--- config.mk ---
export PLATFORM = sky130hd
export DESIGN_NAME = ortho_xor_link
export DESIGN_NICKNAME = d
export VERILOG_FILES = /design/src/rtl/ortho_pkg.sv /design/src/rtl/ortho_spread_tx.sv /design/src/rtl/ortho_despread_rx.sv /design/src/rtl/ortho_result_fifo.sv /design/src/rtl/ortho_xor_link.sv
export SDC_FILE = /design/constraint.sdc
export NUM_CORES = 1
export LEC_CHECK = 0
export BUFFER_PORTS_ARGS = -buffer_cell sky130_fd_sc_hd__buf_2
export CAP_MARGIN = 15
export CORE_MARGIN = 4
export CORE_UTILIZATION = 32
export DETAILED_ROUTE_END_ITERATION = 6
export GPL_ROUTABILITY_DRIVEN = 1
export HOLD_SLACK_MARGIN = 0.06
export SETUP_SLACK_MARGIN = 0.3
export SLEW_MARGIN = 20
export SYNTH_ARGS = -nofsm -noshare
export SYNTH_HDL_FRONTEND = slang
export SYNTH_SLANG_ARGS = --single-unit
--- constraint.sdc ---
create_clock -name clk -period 2.45 [get_ports clk]
set_input_delay 0.245 -clock clk [delete_from_list [all_inputs] [get_ports clk]]
set_output_delay 0.245 -clock clk [all_outputs]
set_load 0.01 [all_outputs]
--- src/rtl/ortho_pkg.sv ---
package ortho_pkg;

  // Unit-vector code: sender s owns chip position s.
  function automatic logic code_chip(input int unsigned sender, input int unsigned pos);
    return sender == pos;
  endfunction

endpackage

--- src/rtl/ortho_spread_tx.sv ---
module ortho_spread_tx
  import ortho_pkg::*;
#(
  parameter int N = 8
) (
  input  logic         clk,
  input  logic         rst_n,
  input  logic         in_valid,
  output logic         in_ready,
  input  logic [N-1:0] in_data,
  input  logic         room,
  output logic         busy,
  output logic         chip_out,
  output logic         chip_sos,
  output logic         chip_vld
);
  localparam int CW = (N > 1) ? $clog2(N) : 1;

  logic [N-1:0] spread [N];
  logic [N-1:0] mixed;
  logic [N-1:0] shreg;
  logic [CW-1:0] pos;
  logic          active;
  logic          last;
  logic          accept;

  // Spread each sender's bit with its own code.
  for (genvar s = 0; s < N; s++) begin : g_snd
    for (genvar k = 0; k < N; k++) begin : g_chip
      assign spread[s][k] = in_data[s] & code_chip(s, k);
    end
  end

  // Combine the spread words by XOR.
  always_comb begin
    mixed = '0;
    for (int s = 0; s < N; s++) mixed ^= spread[s];
  end

  assign last     = active && (pos == CW'(N-1));
  assign in_ready = (!active || last) && room;
  assign accept   = in_valid && in_ready;

  always_ff @(posedge clk) begin
    if (!rst_n) begin
      active <= 1'b0;
      pos    <= '0;
      shreg  <= '0;
    end else if (accept) begin
      active <= 1'b1;
      pos    <= '0;
      shreg  <= mixed;
    end else if (active) begin
      shreg <= shreg >> 1;
      pos   <= pos + 1'b1;
      if (last) active <= 1'b0;
    end
  end

  assign busy     = active;
  assign chip_vld = active;
  assign chip_out = active & shreg[0];
  assign chip_sos = active && (pos == '0);

endmodule

--- src/rtl/ortho_despread_rx.sv ---
module ortho_despread_rx
  import ortho_pkg::*;
#(
  parameter int N  = 8,
  parameter int IW = 3
) (
  input  logic          clk,
  input  logic          rst_n,
  input  logic          chip_vld,
  input  logic          chip_sos,
  input  logic          chip_in,
  input  logic [IW-1:0] dest_sel,
  output logic          res_push,
  output logic          res_bit
);
  localparam int CW = (N > 1) ? $clog2(N) : 1;

  logic [CW-1:0] pos;
  logic [CW-1:0] idx;
  logic [IW-1:0] dest_q;
  logic [IW-1:0] dest_use;
  logic          acc;
  logic          hit;
  logic          acc_next;

  assign idx      = chip_sos ? '0 : pos;
  assign dest_use = chip_sos ? dest_sel : dest_q;
  assign hit      = chip_in & code_chip(32'(dest_use), 32'(idx));
  assign acc_next = (chip_sos ? 1'b0 : acc) | hit;

  always_ff @(posedge clk) begin
    if (!rst_n) begin
      pos    <= '0;
      dest_q <= '0;
      acc    <= 1'b0;
    end else if (chip_vld) begin
      acc <= acc_next;
      pos <= (idx == CW'(N-1)) ? '0 : idx + 1'b1;
      if (chip_sos) dest_q <= dest_sel;
    end
  end

  assign res_push = chip_vld && (idx == CW'(N-1));
  assign res_bit  = acc_next;

endmodule

--- src/rtl/ortho_result_fifo.sv ---
module ortho_result_fifo #(
  parameter int DEPTH = 2
) (
  input  logic                       clk,
  input  logic                       rst_n,
  input  logic                       wr,
  input  logic                       wdata,
  input  logic                       rd,
  output logic                       rvalid,
  output logic                       rdata,
  output logic [$clog2(DEPTH+1)-1:0] occ
);
  localparam int PW = (DEPTH > 1) ? $clog2(DEPTH) : 1;
  localparam int OW = $clog2(DEPTH+1);

  logic [DEPTH-1:0] mem;
  logic [PW-1:0]    wptr;
  logic [PW-1:0]    rptr;
  logic             do_rd;

  assign rvalid = (occ != '0);
  assign do_rd  = rd && rvalid;
  assign rdata  = mem[rptr];

  always_ff @(posedge clk) begin
    if (!rst_n) begin
      mem  <= '0;
      wptr <= '0;
      rptr <= '0;
      occ  <= '0;
    end else begin
      if (wr) begin
        mem[wptr] <= wdata;
        wptr      <= (wptr == PW'(DEPTH-1)) ? '0 : wptr + 1'b1;
      end
      if (do_rd) rptr <= (rptr == PW'(DEPTH-1)) ? '0 : rptr + 1'b1;
      if (wr && !do_rd)      occ <= occ + OW'(1);
      else if (!wr && do_rd) occ <= occ - OW'(1);
    end
  end

endmodule

--- src/rtl/ortho_xor_link.sv ---
module ortho_xor_link #(
  parameter int N         = 8,
  parameter int RES_DEPTH = 2,
  localparam int IW       = (N > 1) ? $clog2(N) : 1
) (
  input  logic          clk,
  input  logic          rst_n,
  input  logic          in_valid,
  output logic          in_ready,
  input  logic [N-1:0]  in_data,
  output logic          chip_out,
  output logic          chip_sos,
  output logic          chip_vld,
  input  logic [IW-1:0] dest_sel,
  output logic          out_valid,
  input  logic          out_ready,
  output logic          out_bit
);
  localparam int OW = $clog2(RES_DEPTH+1);

  logic          room;
  logic          tx_busy;
  logic          res_push;
  logic          res_bit;
  logic [OW-1:0] occ;

  // Credit: queued results plus the symbol in flight must fit.
  assign room = (32'(occ) + 32'(tx_busy)) < 32'(RES_DEPTH);

  ortho_spread_tx #(.N(N)) u_tx (
    .clk      (clk),
    .rst_n    (rst_n),
    .in_valid (in_valid),
    .in_ready (in_ready),
    .in_data  (in_data),
    .room     (room),
    .busy     (tx_busy),
    .chip_out (chip_out),
    .chip_sos (chip_sos),
    .chip_vld (chip_vld)
  );

  ortho_despread_rx #(.N(N), .IW(IW)) u_rx (
    .clk      (clk),
    .rst_n    (rst_n),
    .chip_vld (chip_vld),
    .chip_sos (chip_sos),
    .chip_in  (chip_out),
    .dest_sel (dest_sel),
    .res_push (res_push),
    .res_bit  (res_bit)
  );

  ortho_result_fifo #(.DEPTH(RES_DEPTH)) u_q (
    .clk    (clk),
    .rst_n  (rst_n),
    .wr     (res_push),
    .wdata  (res_bit),
    .rd     (out_ready),
    .rvalid (out_valid),
    .rdata  (out_bit),
    .occ    (occ)
  );

endmodule

==> metrics.yaml <==
grt:
  grt_max_degree: 26
  track_usage_pct: 9.41
  grt_pass1_vias: 874
  grt.overflow.total: 0
  grt_pass1_wl_um: 3830
  antenna_found_initial: 0
route:
  ant_nets: 0
  dr.pass1.iters: 3
  wire_per_inst_um: 11.2
  drc: 0
  vias: 943
  drt_iter0_drc: 32
  totalWireLength_um: 2280
  vias_per_cell: 4.62
setup_path:
  r2r_cells: 12
  worst-path-max-fanout: 3
  required_ps: 2660
  arrival_ps: 2380
  start_kind: "register"
  r2r_slack_ps: 280
  critical_path_class: "register to register"
  reg2reg_from: "u_tx.pos[0]$_SDFFE_PP0P_"
  r2r-end: "u_q.occ[1]$_SDFFE_PN0P_"
  end_kind: "register"
power:
  power.internal_mw: 0.609
  p_sw_mw: 0.215
  irDropWorstVdd_mv: 0.272
  p_comb_share_pct: 15.3
  power_leakage_nw: 0.743
  power.clock.fraction_pct: 31.3
  seqPwrFrac_pct: 53.4
  power_density_nw_per_um2: 547
  switching_share_pct: 26.1
synth:
  yosysUniqueCellTypes: 31
  yosys.area.top_type: "dfxtp_1"
  syn_nets: 153
  async_flop_share_pct: 0
  synthesis.instances: 132
  syn_avg_cell_area_um2: 9.43
  syn-cell-area_um2: 1240
  ys_warn_count: 0
  synth.area.top_cells: "dfxtp_1 40%, mux2i_1 9.6%, o211a_1 6.4%, ha_1 6.0%, nand2_1 6.0%"
  yosysSeqAreaShare_pct: 40.2
  synthFlopType: "dfxtp_1"
  synthTopCellsByCount: "25 x dfxtp_1, 20 x nand2_1, 12 x mux2i_1"
  netlist.area_leader.share_pct: 40.2
  synthMostInstantiatedCell: "dfxtp_1"
  synth_seq_cells: 25
  synth-edff-count: 0
clock_network:
  holdBufCountCts: 0
  clk_pin_slew_worst_paths_ps: 90
  clock_latency_ps: 270
  cts_num_sinks: 25
  cts_root_buffer: "clkbuf_8"
  cts_inserted_buffers: 3
  cts.path.max_buffers: 2
  htree_levels: 1
  tritoncts: "built"
cells_and_area:
  fin_area_um2: 1510
  drive_above_1_share_pct: 27.6
  antenna_cells: 0
  final_util_pct: 40.5
  fill_cells: 378
  syn_to_final_growth_pct: 21.0
  finalNonFillerCells: 204
  final_net_count: 178
placement:
  pre_cts_ws_ps: 336
  dpl.cell_count: 196
  place_area_um2: 1390
  port-buffer-count: 20
  gp_congestion: 0.720
hold_path:
  hold_path_end: "u_tx.shreg[1]$_SDFFE_PN0P_"
  holdCritPathClass: "input port to register"
  worstHoldPathCells: 2
  hp-start: "in_data[1]"
floorplanning:
  dieHeight_um: 70.4
  ios: 21
  die_area_um2: 4950
  start_util_pct: 33.5
  row_count: 22
  core_area_um2: 3720
  die_width_um: 70.4
timing:
  fin_setup_tns_ps: 0
  clock.fmax_mhz: 462
  tightest_slew_ps: 482
  setup-violations-final: 0
  slew_headroom_pct: 67.9
  drv_slew: 0
  min_period_ps: 2170
  fin_crit_sh_pct: 88.4
  rsz0062_at_grt: "true"
  skew_ps: 3.78
  setup_slack_ps: 285
  finalHoldViolCount: 0
outcome:
  outcome: "finished, final reports clean"
run:
  drv_cap: 0
==> logic make-up (layout without fill, tap and decap cells) <==
logic type / Yosys count / after routing / share of synthesized area, %
adder cells (fa/ha/maj): 6 / 6 / 6.03
XOR/XNOR: 8 / 8 / 5.63
flip-flops: 25 / 25 / 40.2
AND/OR/NAND/NOR: 46 / 46 / 18.5
buffers and inverters: 13 / 37 / 5.83
AO/OA/AOI/OAI: 21 / 21 / 13.3
multiplexers: 13 / 13 / 10.6
==> critical path, cell delays in order, from the launching register on <==
cell,delay [ps]
dfxtp_2,340
inv_2,60
ha_4,120
nand3b_1,100
and2_1,180
ha_2,200
ha_4,170
nand2_4,90
inv_4,40
ha_4,150
xor2_1,140
or3_1,380
a21boi_1,120
==> state kept, by name (all words and copies together), names as in the netlist <==
name	cells
u_rx.acc	1
u_tx.pos	3
u_q.mem	2
u_rx.pos	3
u_q.rptr	1
u_rx.dest_q	3
u_q.wptr	1
u_tx.shreg	8
u_q.occ	2
u_tx.busy	1
==> layout make-up <==
type / count / area [um2] / area share (%)
Sequential cell: 25 / 503 / 33.4
Inverter: 7 / 28.8 / 1.91
Clock buffer: 3 / 41.3 / 2.74
Clock inverter: 1 / 8.76 / 0.581
Timing Repair Buffer: 26 / 145 / 9.63
Multi-Input combinational cell: 94 / 719 / 47.8
Tap cell: 48 / 60.1 / 3.99
==> worst max-delay path by stage <==
stage,start,end
2_1_floorplan,u_tx.pos[0]$_SDFFE_PP0P_,u_q.occ[1]$_SDFFE_PN0P_
3_3_place_gp,u_tx.pos[0]$_SDFFE_PP0P_,u_q.occ[1]$_SDFFE_PN0P_
3_5_place_dp,u_tx.pos[0]$_SDFFE_PP0P_,u_q.occ[1]$_SDFFE_PN0P_
4_1_cts,u_tx.pos[0]$_SDFFE_PP0P_,u_q.occ[1]$_SDFFE_PN0P_
5_1_grt,u_tx.pos[0]$_SDFFE_PP0P_,u_q.occ[1]$_SDFFE_PN0P_
6_report,u_tx.pos[0]$_SDFFE_PP0P_,u_q.occ[1]$_SDFFE_PN0P_
==> power by group through the flow <==
| stage | Clock (mW) | Sequential, mW | Combinational, mW |
|---|---|---|---|
| after floorplan | 0 | 0.449 | 0.0920 |
| after global placement | 0 | 0.449 | 0.117 |
| after detailed placement | 0 | 0.450 | 0.120 |
| after CTS | 0.269 | 0.440 | 0.123 |
| after global routing | 0.288 | 0.444 | 0.143 |
| final | 0.258 | 0.440 | 0.126 |
==> what timing repair did <==
action,CTS,global route
gates resized for setup,1,8
cloned,0,0
buffers inserted,2,2
pin swaps,0,5
hold endpoints to repair,0,0
setup endpoints to repair,1,1
==> cells in the final DEF (no fill, tap or decap), drive strengths merged, types with 4 or more instances in the layout <==
| cell type | n |
|---|---|
| buf | 26 |
| dfxtp | 25 |
| nand2 | 20 |
| mux2i | 12 |
| o211a | 8 |
| inv | 8 |
| and2 | 7 |
| ha | 6 |
| nor2 | 5 |
| xor2 | 4 |
| xnor2 | 4 |
| nor2b | 4 |
| o21ai | 4 |
| a21boi | 4 |
==> metrics by stage <==
step | hold slack, ps | power [mW]
final | 201 | 0.824
after detailed placement | 457 | 0.570
after floorplan | 390 | 0.541
after global routing | 185 | 0.876
after CTS | 193 | 0.832
after global placement | 450 | 0.567
==> per-layer routing <==
| metal | wire (um) | global-route usage [%] |
|---|---|---|
| met1 | 973 | 11.0 |
| met2 | 1190 | 16.2 |
| met3 | 95 | 3.74 |
| met4 | 14 | 1.91 |
| met5 | 0 | 0 |
Power figures use the tool's default switching activity.
